**config.mk**
```make
export PLATFORM = sky130hd
export DESIGN_NAME = icu_nest_ctrl
export DESIGN_NICKNAME = d
export VERILOG_FILES = /design/src/rtl/icu_pkg.sv /design/src/rtl/icu_ext_sync.sv /design/src/rtl/icu_prio.sv /design/src/rtl/icu_nest_ctrl.sv
export SDC_FILE = /design/constraint.sdc
export NUM_CORES = 1
export LEC_CHECK = 0
export ABC_AREA = 1
export ABC_CLOCK_PERIOD_IN_PS = 10100
export BUFFER_PORTS_ARGS = -buffer_cell sky130_fd_sc_hd__buf_4
export CORE_ASPECT_RATIO = 2
export CORE_UTILIZATION = 58
export CTS_CLUSTER_DIAMETER = 30
export DETAILED_ROUTE_END_ITERATION = 8
export PLACE_DENSITY_LB_ADDON = 0.3
export REMOVE_ABC_BUFFERS = 1
export SETUP_SLACK_MARGIN = 0.02
export SLEW_MARGIN = 20
export SYNTH_ARGS = -nofsm -noshare
export SYNTH_HDL_FRONTEND = slang
export SYNTH_SLANG_ARGS = --single-unit
```
**constraint.sdc**
```tcl
create_clock -name clk -period 10.1 [get_ports clk]
set_input_delay 1.01 -clock clk [delete_from_list [all_inputs] [get_ports clk]]
set_output_delay 1.01 -clock clk [all_outputs]
set_load 0.005 [all_outputs]
```
**src/rtl/icu_pkg.sv**
```systemverilog
package icu_pkg;
  localparam int unsigned NSRC  = 32;
  localparam int unsigned IDX_W = $clog2(NSRC);

  // Fixed source positions; the priority decode depends on them.
  localparam int unsigned SRC_RESET   = 1;
  localparam int unsigned SRC_TMR_HI  = 4;
  localparam int unsigned SRC_VEC     = 5;
  localparam int unsigned SRC_EXT0    = 6;
  localparam int unsigned SRC_BOOTMSK = 16;
  localparam int unsigned SRC_TMR_LO  = 23;
  localparam int unsigned CTX_EXTS    = 3;

  typedef logic [NSRC-1:0]  src_vec_t;
  typedef logic [IDX_W-1:0] src_idx_t;

  // Lowest set index = highest priority.
  function automatic src_idx_t first_set(input src_vec_t v);
    src_idx_t r;
    r = '0;
    for (int i = NSRC - 1; i >= 0; i--)
      if (v[i]) r = src_idx_t'(i);
    return r;
  endfunction

  // Sources whose entry saves the status context.
  function automatic logic needs_ctx(input src_idx_t k);
    int unsigned u;
    u = int'(k);
    return (u == SRC_TMR_HI) || (u == SRC_VEC) || (u == SRC_TMR_LO) ||
           (u >= SRC_EXT0 && u < SRC_EXT0 + CTX_EXTS);
  endfunction
endpackage

```
**src/rtl/icu_ext_sync.sv**
```systemverilog
module icu_ext_sync #(
  parameter int unsigned N_EXT = 3
) (
  input  logic             clk,
  input  logic             rst,
  input  logic [N_EXT-1:0] pin_i,
  input  logic [N_EXT-1:0] edge_mode_i,
  output logic [N_EXT-1:0] req_o
);
  logic [N_EXT-1:0] smp_q;
  logic [N_EXT-1:0] prv_q;

  always_ff @(posedge clk) begin
    if (rst) begin
      smp_q <= '0;
      prv_q <= '0;
    end else begin
      smp_q <= pin_i;
      prv_q <= smp_q;
    end
  end

  for (genvar g = 0; g < N_EXT; g++) begin : g_line
    assign req_o[g] = edge_mode_i[g] ? (smp_q[g] & ~prv_q[g]) : smp_q[g];
  end
endmodule

```
**src/rtl/icu_prio.sv**
```systemverilog
module icu_prio
  import icu_pkg::*;
(
  input  src_vec_t latch_i,
  input  src_vec_t mask_i,
  input  src_vec_t ptr_i,
  input  logic     gie_i,
  input  logic     nest_en_i,
  output logic     found_o,
  output src_idx_t idx_o
);
  src_vec_t allow;
  src_vec_t cand;
  src_idx_t top;

  always_comb begin
    top = first_set(ptr_i);
    for (int i = 0; i < NSRC; i++) begin
      if (ptr_i == '0) allow[i] = 1'b1;
      else             allow[i] = nest_en_i && (i < int'(top));
    end
    cand = latch_i & (mask_i | (src_vec_t'(1) << SRC_RESET)) & allow
         & {NSRC{gie_i}};
    found_o = |cand;
    idx_o   = first_set(cand);
  end
endmodule

```
**src/rtl/icu_nest_ctrl.sv**
```systemverilog
module icu_nest_ctrl
  import icu_pkg::*;
#(
  parameter int unsigned ADDR_W    = 32,
  parameter logic [ADDR_W-1:0] INT_BASE = 32'h0002_0000,
  parameter logic [ADDR_W-1:0] EXT_BASE = 32'h0040_0000,
  parameter int unsigned VEC_SHIFT = 2,
  parameter int unsigned N_EXT     = 3
) (
  input  logic              clk,
  input  logic              rst,
  input  logic              boot_mode_i,
  input  logic [N_EXT-1:0]  ext_pin_i,
  input  logic [N_EXT-1:0]  ext_edge_i,
  input  logic              timer_zero_i,
  input  logic              vec_irq_i,
  input  logic              wr_latch_en_i,
  input  logic              wr_mask_en_i,
  input  logic              wr_ptr_en_i,
  input  logic [NSRC-1:0]   wr_data_i,
  input  logic              gie_i,
  input  logic              nest_en_i,
  input  logic              ext_table_i,
  input  logic              hold_i,
  input  logic              rti_i,
  input  logic              clr_cur_i,
  output logic              irq_valid_o,
  output logic [ADDR_W-1:0] irq_vec_o,
  output logic [IDX_W-1:0]  irq_idx_o,
  output logic              stat_push_o,
  output logic              stat_pop_o,
  output logic [NSRC-1:0]   latch_o,
  output logic [NSRC-1:0]   mask_o,
  output logic [NSRC-1:0]   ptr_o
);
  src_vec_t latch_q, mask_q, ptr_q;
  src_vec_t latch_d, ptr_d, sets;
  logic [N_EXT-1:0] ext_req;
  logic     found, entry, retire;
  src_idx_t sel_idx, top_idx;
  logic     valid_q, push_q, pop_q;
  src_idx_t idx_q;
  logic [ADDR_W-1:0] vec_q;

  icu_ext_sync #(.N_EXT(N_EXT)) u_sync (
    .clk(clk), .rst(rst), .pin_i(ext_pin_i),
    .edge_mode_i(ext_edge_i), .req_o(ext_req)
  );

  icu_prio u_prio (
    .latch_i(latch_q), .mask_i(mask_q), .ptr_i(ptr_q),
    .gie_i(gie_i), .nest_en_i(nest_en_i),
    .found_o(found), .idx_o(sel_idx)
  );

  assign entry   = found & ~hold_i;
  assign retire  = (rti_i | clr_cur_i) & (|ptr_q);
  assign top_idx = first_set(ptr_q);

  always_comb begin
    sets = '0;
    for (int i = 0; i < int'(N_EXT); i++) sets[SRC_EXT0 + i] = ext_req[i];
    sets[SRC_TMR_HI] = timer_zero_i;
    sets[SRC_TMR_LO] = timer_zero_i;
    sets[SRC_VEC]    = vec_irq_i;

    latch_d = wr_latch_en_i ? wr_data_i : latch_q;
    latch_d = (latch_d | sets) & ~ptr_q;
    if (entry) latch_d[sel_idx] = 1'b0;

    ptr_d = wr_ptr_en_i ? wr_data_i : ptr_q;
    if (retire) ptr_d[top_idx] = 1'b0;
    if (entry)  ptr_d[sel_idx] = 1'b1;
  end

  always_ff @(posedge clk) begin
    if (rst) begin
      latch_q <= '0;
      mask_q  <= boot_mode_i ? (src_vec_t'(1) << SRC_BOOTMSK) : '0;
      ptr_q   <= '0;
      valid_q <= 1'b0;
      push_q  <= 1'b0;
      pop_q   <= 1'b0;
      idx_q   <= '0;
      vec_q   <= '0;
    end else begin
      latch_q <= latch_d;
      ptr_q   <= ptr_d;
      if (wr_mask_en_i) mask_q <= wr_data_i;
      valid_q <= entry;
      pop_q   <= retire & needs_ctx(top_idx);
      if (entry) begin
        idx_q  <= sel_idx;
        push_q <= needs_ctx(sel_idx);
        vec_q  <= (ext_table_i ? EXT_BASE : INT_BASE)
                + (ADDR_W'(sel_idx) << VEC_SHIFT);
      end
    end
  end

  assign irq_valid_o = valid_q;
  assign irq_vec_o   = vec_q;
  assign irq_idx_o   = idx_q;
  assign stat_push_o = push_q & valid_q;
  assign stat_pop_o  = pop_q;
  assign latch_o     = latch_q;
  assign mask_o      = mask_q;
  assign ptr_o       = ptr_q;
endmodule

```
Word level (Yosys, flattened, before mapping)
Index checks and enable logic that the tools add are counted.

Flip-flop bits (word level): 142. Input port bits: 52. Output and inout port bits: 136. Word-level logic and storage cells: 236.

Add/subtract/negate cells: 1. $lt $le $gt $ge: 39. Eq/ne operators: 6. Muxes and demuxes: 112. Bitwise gates (word level): 23. Reduce and logical (&&, ||, !) cells: 45.

Operators with widths (count): $mux 5 (64); $mux 32 (7); $and 32x32->32 (6); $not 32->32 (3); $lt 5x5->1 const A (15); $reduce_or 32->1 (2); $lt 4x5->1 const A (8); $mux 1 (37); $logic_and 1x1->1 (35); $logic_not 32->1 (1); $or 32x24->32 (1); $or 32x32->32 (1); $add 23x7->24 (1); $mux 23 (1); $eq 5x3->1 const B (4); $lt 3x5->1 const A (4); $mux 17 (1); $lt 5x6->1 const B (2); $demux 1 s5 (2); $eq 5x5->1 const B (2); $ge 5x1->1 const B (2); $ge 5x3->1 const B (2); $lt 1x5->1 const A (2); $lt 2x5->1 const A (2); 6 further kinds (21).

Depth between registers and ports, before layout
Word-level depth: 76. Mapped depth: 68. Depth with buffers taken out: 68.

Cells and area by module
From an unflattened synthesis, not the netlist that was laid out.

Cell total of the unflattened synthesis: 1085. Area, all modules: 7220.7 µm².

Modules (own cells, without submodules): icu_nest_ctrl (times used 1, cells an instance 730, area each 5477.8 µm², sequential area each 2442.3 µm²); icu_prio (times used 1, cells an instance 334, area each 1562.7 µm², sequential area each 0.0 µm²); icu_ext_sync (times used 1, cells an instance 21, area each 180.2 µm², sequential area each 120.1 µm²).

Least setup slack after synthesis
Ideal clock, no wire load.

Path type: reg-to-reg. Start: reg ptr_q[30] (netlist: ptr_o[30]). End: reg latch_q[9] (netlist: latch_o[9]). Setup time: 116 ps. Arrival time: 3806 ps. Data required time: 9984 ps. Path slack: 6177 ps. Cell stages (with the launch flop): 68. Buffers on the path: 0. Clock period less this slack: 3923 ps. Path through: dfxtp_1 -> inv_1 -> nand2_1 -> nand2_1 -> nand2_1 -> nand2_1 -> nand2_1 -> nand2_1 -> nand2_1 -> nand2_1 -> nand2_1 -> nand2_1 -> nand2_1 -> nand2_1 -> nand2_1 -> nand2_1 -> nand2_1 -> nand2_1 -> [32 not listed] -> nand2_1 -> nand2_1 -> nand2_1 -> nand2_1 -> nand2_1 -> nand2_1 -> nand2_1 -> nand2_1 -> nand2_1 -> nand2_1 -> nand2_2 -> nand2_2 -> nand2_2 -> nand2_4 -> nor2_8 -> nand2_2 -> o211ai_1 -> inv_1.

Longest elaborated chain between the ends: 74.

Ends and longest elaborated chain: start, declared (line icu_nest_ctrl.sv:36) `src_vec_t latch_q, mask_q, ptr_q;`; start signal, assigned (line icu_nest_ctrl.sv:88) `ptr_q <= ptr_d;`; $mux 5 (31 in a row) (line icu_pkg.sv:22) `if (v[i]) r = src_idx_t'(i);`; $lt 5x5->1 (line icu_prio.sv:20) `else allow[i] = nest_en_i && (i < int'(top));`; $logic_and 1x1->1 (line icu_prio.sv:20); $mux 1 (line icu_prio.sv:19) `if (ptr_i == '0) allow[i] = 1'b1;`; $and 32x32->32 * (line icu_prio.sv:22) `cand = latch_i & (mask_i | (src_vec_t'(1) << SRC_RESET)) & allow`; $and 32x32->32 * (line icu_prio.sv:23) `& {NSRC{gie_i}};`; $mux 5 (31 in a row) (line icu_pkg.sv:22); $lt 5x6->1 (implied by the code) or $ge 5x1->1 (tied branches) (line icu_nest_ctrl.sv:69) `if (entry) latch_d[sel_idx] = 1'b0;`; $logic_and 1x1->1 (implied by the code) (line icu_nest_ctrl.sv:69); $mux 1 (implied by the code) (line icu_nest_ctrl.sv:69); $demux 1 s5 (line icu_nest_ctrl.sv:69); $not 32->32 (no source line); $and 32x32->32 (no source line); $mux 32 * (line icu_nest_ctrl.sv:69); end signal, assigned (line icu_nest_ctrl.sv:87) `latch_q <= latch_d;`; end, declared (line icu_nest_ctrl.sv:36).

Every way passes the cells marked *; elsewhere a longest branch is shown, timed or not. A chain may end at the register's enable or synchronous reset.

Final worst setup path
Start: reg ptr_q[29] (netlist: ptr_o[29]). End: reg latch_q[30] (netlist: latch_o[30]).

Longest elaborated chain between the ends: 73.

Ends and longest elaborated chain (line): $mux 5 (30 in a row) (icu_pkg.sv:22); $lt 5x5->1 (icu_prio.sv:20); $logic_and 1x1->1 (icu_prio.sv:20); $mux 1 (icu_prio.sv:19); $and 32x32->32 * (icu_prio.sv:22); $and 32x32->32 * (icu_prio.sv:23); $mux 5 (31 in a row) (icu_pkg.sv:22); $lt 5x6->1 (implied by the code) or $ge 5x1->1 (tied branches) (icu_nest_ctrl.sv:69); $logic_and 1x1->1 (implied by the code) (icu_nest_ctrl.sv:69); $mux 1 (implied by the code) (icu_nest_ctrl.sv:69); $demux 1 s5 (icu_nest_ctrl.sv:69); $not 32->32 (no source line); $and 32x32->32 (no source line); $mux 32 * (icu_nest_ctrl.sv:69).

Marks and branches as above.

==> impl_metrics.env <==
export IMPL_required_ps=10360
export IMPL_status="finished clean"
export IMPL_ctsHoldBuffers=0
export IMPL_power_uw=1240
export IMPL_worst_path_dominant_cell_family="simple AND/OR/NAND/NOR gates"
export IMPL_rsz0062_at_grt="false"
export IMPL_grt_start_max_net_pins=65
export IMPL_die_y_um=157
export IMPL_power_frac_comb_pct=25.0
export IMPL_tritoncts="yes"
export IMPL_netlist_top_cells_area="dfxtp_1, edfxtp_1, nand2_1"
export IMPL_dp_cells=1318
export IMPL_syn_area_per_cell_um2=6.66
export IMPL_die_w_um=79.7
export IMPL_synth_top_cell_by_area="dfxtp_1"
export IMPL_worstSkewPairLatency_ps=370
export IMPL_layout_drive_gt1_share_pct=17.7
export IMPL_ys_ff_latch=112
export IMPL_synth_top_area_share_pct=22.9
export IMPL_first_iter_violations=700
export IMPL_path_class="flop to flop"
export IMPL_finalCritPeriodShare_pct=60.1
export IMPL_min_period_ps=6070
export IMPL_multiInputGateArea_mm2=0.00347
export IMPL_drt_total_wl_um=28400
export IMPL_synthCells=1050
export IMPL_grt_pass1_wl_um=42200
export IMPL_hold_viol=0
export IMPL_clock_path_buffers=2
export IMPL_die_area_mm2=0.0125
export IMPL_timing_final_ws_setup_ps=4030
export IMPL_h_tree_depth=3
export IMPL_ir_worst_vdd_uv=116
export IMPL_synthArstFlopShare_pct=0
export IMPL_core_area_mm2=0.0117
export IMPL_routabilityCongestion=1.08
export IMPL_cts_num_sinks=112
export IMPL_p_leak_uw=0.00423
export IMPL_start_kind="flop"
export IMPL_layout_cells_non_filler=1334
export IMPL_cap_violations=0
export IMPL_power_switching_uw=436
export IMPL_dp_slack_ps=4380
export IMPL_antenna_left=0
export IMPL_crit_top_cell="nand2_1"
export IMPL_path_buf_inv=6
export IMPL_ff_latch_area_mm2=0.00256
export IMPL_dpl_hpwl_um=21200
export IMPL_p_seq_share_pct=42.9
export IMPL_placementRows=56
export IMPL_critPathArrivalTime_ps=6330
export IMPL_cts_root_buffer="clkbuf_16"
export IMPL_gr_total_overflow=0
export IMPL_clockPowerShare_pct=32.1
export IMPL_num_io_pins=188
export IMPL_clock_skew_ps=13.6
export IMPL_synth_ff_type="dfxtp_1"
export IMPL_yosysWarnings=0
export IMPL_synth_most_common_cell="nand2_1"
export IMPL_hp_class="flop to flop"
export IMPL_slowest_stage="a21oi_1"
export IMPL_slowest_delay_ps=710
export IMPL_p_per_area_mw_per_mm2=147
export IMPL_routedWlPerCell_um=21.3
export IMPL_diodes=0
export IMPL_io_buffer_count=162
export IMPL_max_slew_margin_pct=24.5
export IMPL_path_clk_slew_ps=80
export IMPL_drt_vias_per_instance=6.12
export IMPL_numCtsBuffers=9
export IMPL_postLayoutCellArea_mm2=0.00846
export IMPL_areaGrowthSynthToFinish_pct=20.9
export IMPL_ys_types=42
export IMPL_vias=8167
export IMPL_firstDrtPassIters=8
export IMPL_synth_area_mm2=0.00700
export IMPL_start_util_pct=59.8
export IMPL_worst_pin_slew_ps=1120
export IMPL_ys_seq_area_share_pct=36.6
export IMPL_fin_tns_setup_ps=0
export IMPL_power_internal_uw=805
export IMPL_grt_pass1_vias=7990
export IMPL_post_cts_buffers=0
export IMPL_setup_viol=0
export IMPL_n_fill_cell=1030
export IMPL_switching_share_pct=35.1
export IMPL_synth_edff_count=32
export IMPL_cp_max_fo=13
export IMPL_fin_nets=1236
export IMPL_antenna_found_initial=0
export IMPL_grt_usage_pct=46.0
export IMPL_crit_path_end_kind="flop"
export IMPL_place_area_mm2=0.00813
export IMPL_fmax_mhz=165
export IMPL_post_route_drc_count=0
export IMPL_synth_common_cells="nand2_1, inv_1, nor2_1"
export IMPL_cts_repair_resized=0
export IMPL_timing_final_max_slew_violations=0
-- registers in the layout (all words and copies together), names as in the netlist --
register / flops
stat_pop_o: 1
irq_valid_o: 1
mask_o: 32
irq_idx_o: 4
u_sync.prv_q: 3
u_sync.smp_q: 3
push_q: 1
ptr_o: 32
irq_vec_o: 3
latch_o: 32
-- metal layers --
metal	GRT usage (%)	part of all wire [%]
met5	0	0
met4	39.5	9.1
met3	11.5	8.5
met2	81.2	52
met1	42.7	31
-- power groups by stage --
stage          logic, uW  clock network [uW]  registers [uW]
3_5_place_dp         298                   0             541
4_1_cts              299                 400             531
3_3_place_gp         296                   0             541
5_1_grt              331                 412             536
2_1_floorplan        141                   0             535
6_report             310                 398             533
-- final timing paths --
path	start	endpoint	slack, ps	cells past startpoint
hold reg to reg	u_sync.smp_q[0]	u_sync.prv_q[0]	450	2
hold / removal	u_sync.smp_q[0]	u_sync.prv_q[0]	450	2
setup / recovery	ptr_o[29]	latch_o[30]	4030	49
setup reg to reg	ptr_o[29]	latch_o[30]	4030	49
-- worst register-to-register path: cells and delay by family (launching register included) --
| kind | cells | cell delay [ps] |
|---|---|---|
| AND/OR/NAND/NOR | 40 | 3570 |
| AO/OA/AOI/OAI | 3 | 1100 |
| buffers and inverters | 6 | 870 |
| flip-flops | 1 | 450 |
-- kinds of logic (layout without fill, tap and decap cells) --
group / count (synthesis) / count (layout) / synth area share, %
and+or+nand+nor: 508 / 508 / 32.1
AOI/OAI and AO/OA: 180 / 180 / 16.2
buffers and inverters: 249 / 364 / 15.1
other: 1 / 25 / 0.0536
DFF: 112 / 112 / 36.6
-- layout make-up --
type	instances	area share, %
clock buffers	9	2.66
inverters	185	8.21
well taps	145	2.14
repair buffers	163	14.5
multi-input cells	713	41.0
flip-flops and latches	112	30.3
clock inverters	7	1.24
-- through the flow --
step | utilization (%) | hold WS (ps)
floorplan | - | 403
global placement | 69.5 | 412
detailed placement | 69.5 | 440
CTS | 72.3 | 448
global route | 72.3 | 472
finish | 72.3 | 450
-- placed cells by master, fill, tap and decap left out, types with 2 or more instances in the layout --
| master | n |
|---|---|
| inv_8 | 3 |
| nor2_1 | 143 |
| o21ai_0 | 47 |
| nor4_1 | 12 |
| o2111ai_1 | 3 |
| a21oi_1 | 57 |
| nand4_1 | 45 |
| inv_2 | 7 |
| edfxtp_1 | 32 |
| nand2_1 | 216 |
| nor4_2 | 2 |
| clkbuf_16 | 9 |
| nand2_2 | 14 |
| nand2_4 | 2 |
| dfxtp_1 | 80 |
| clkinv_8 | 2 |
| clkinv_1 | 2 |
| o31ai_1 | 6 |
| and3_1 | 2 |
| or2_2 | 2 |
| buf_4 | 163 |
| inv_1 | 176 |
| conb_1 | 25 |
| nor3_1 | 20 |
| o211ai_1 | 18 |
| o221ai_1 | 26 |
| a211oi_1 | 9 |
| a31oi_1 | 6 |
| nand3_1 | 45 |
(Power assumes the default switching activity.)
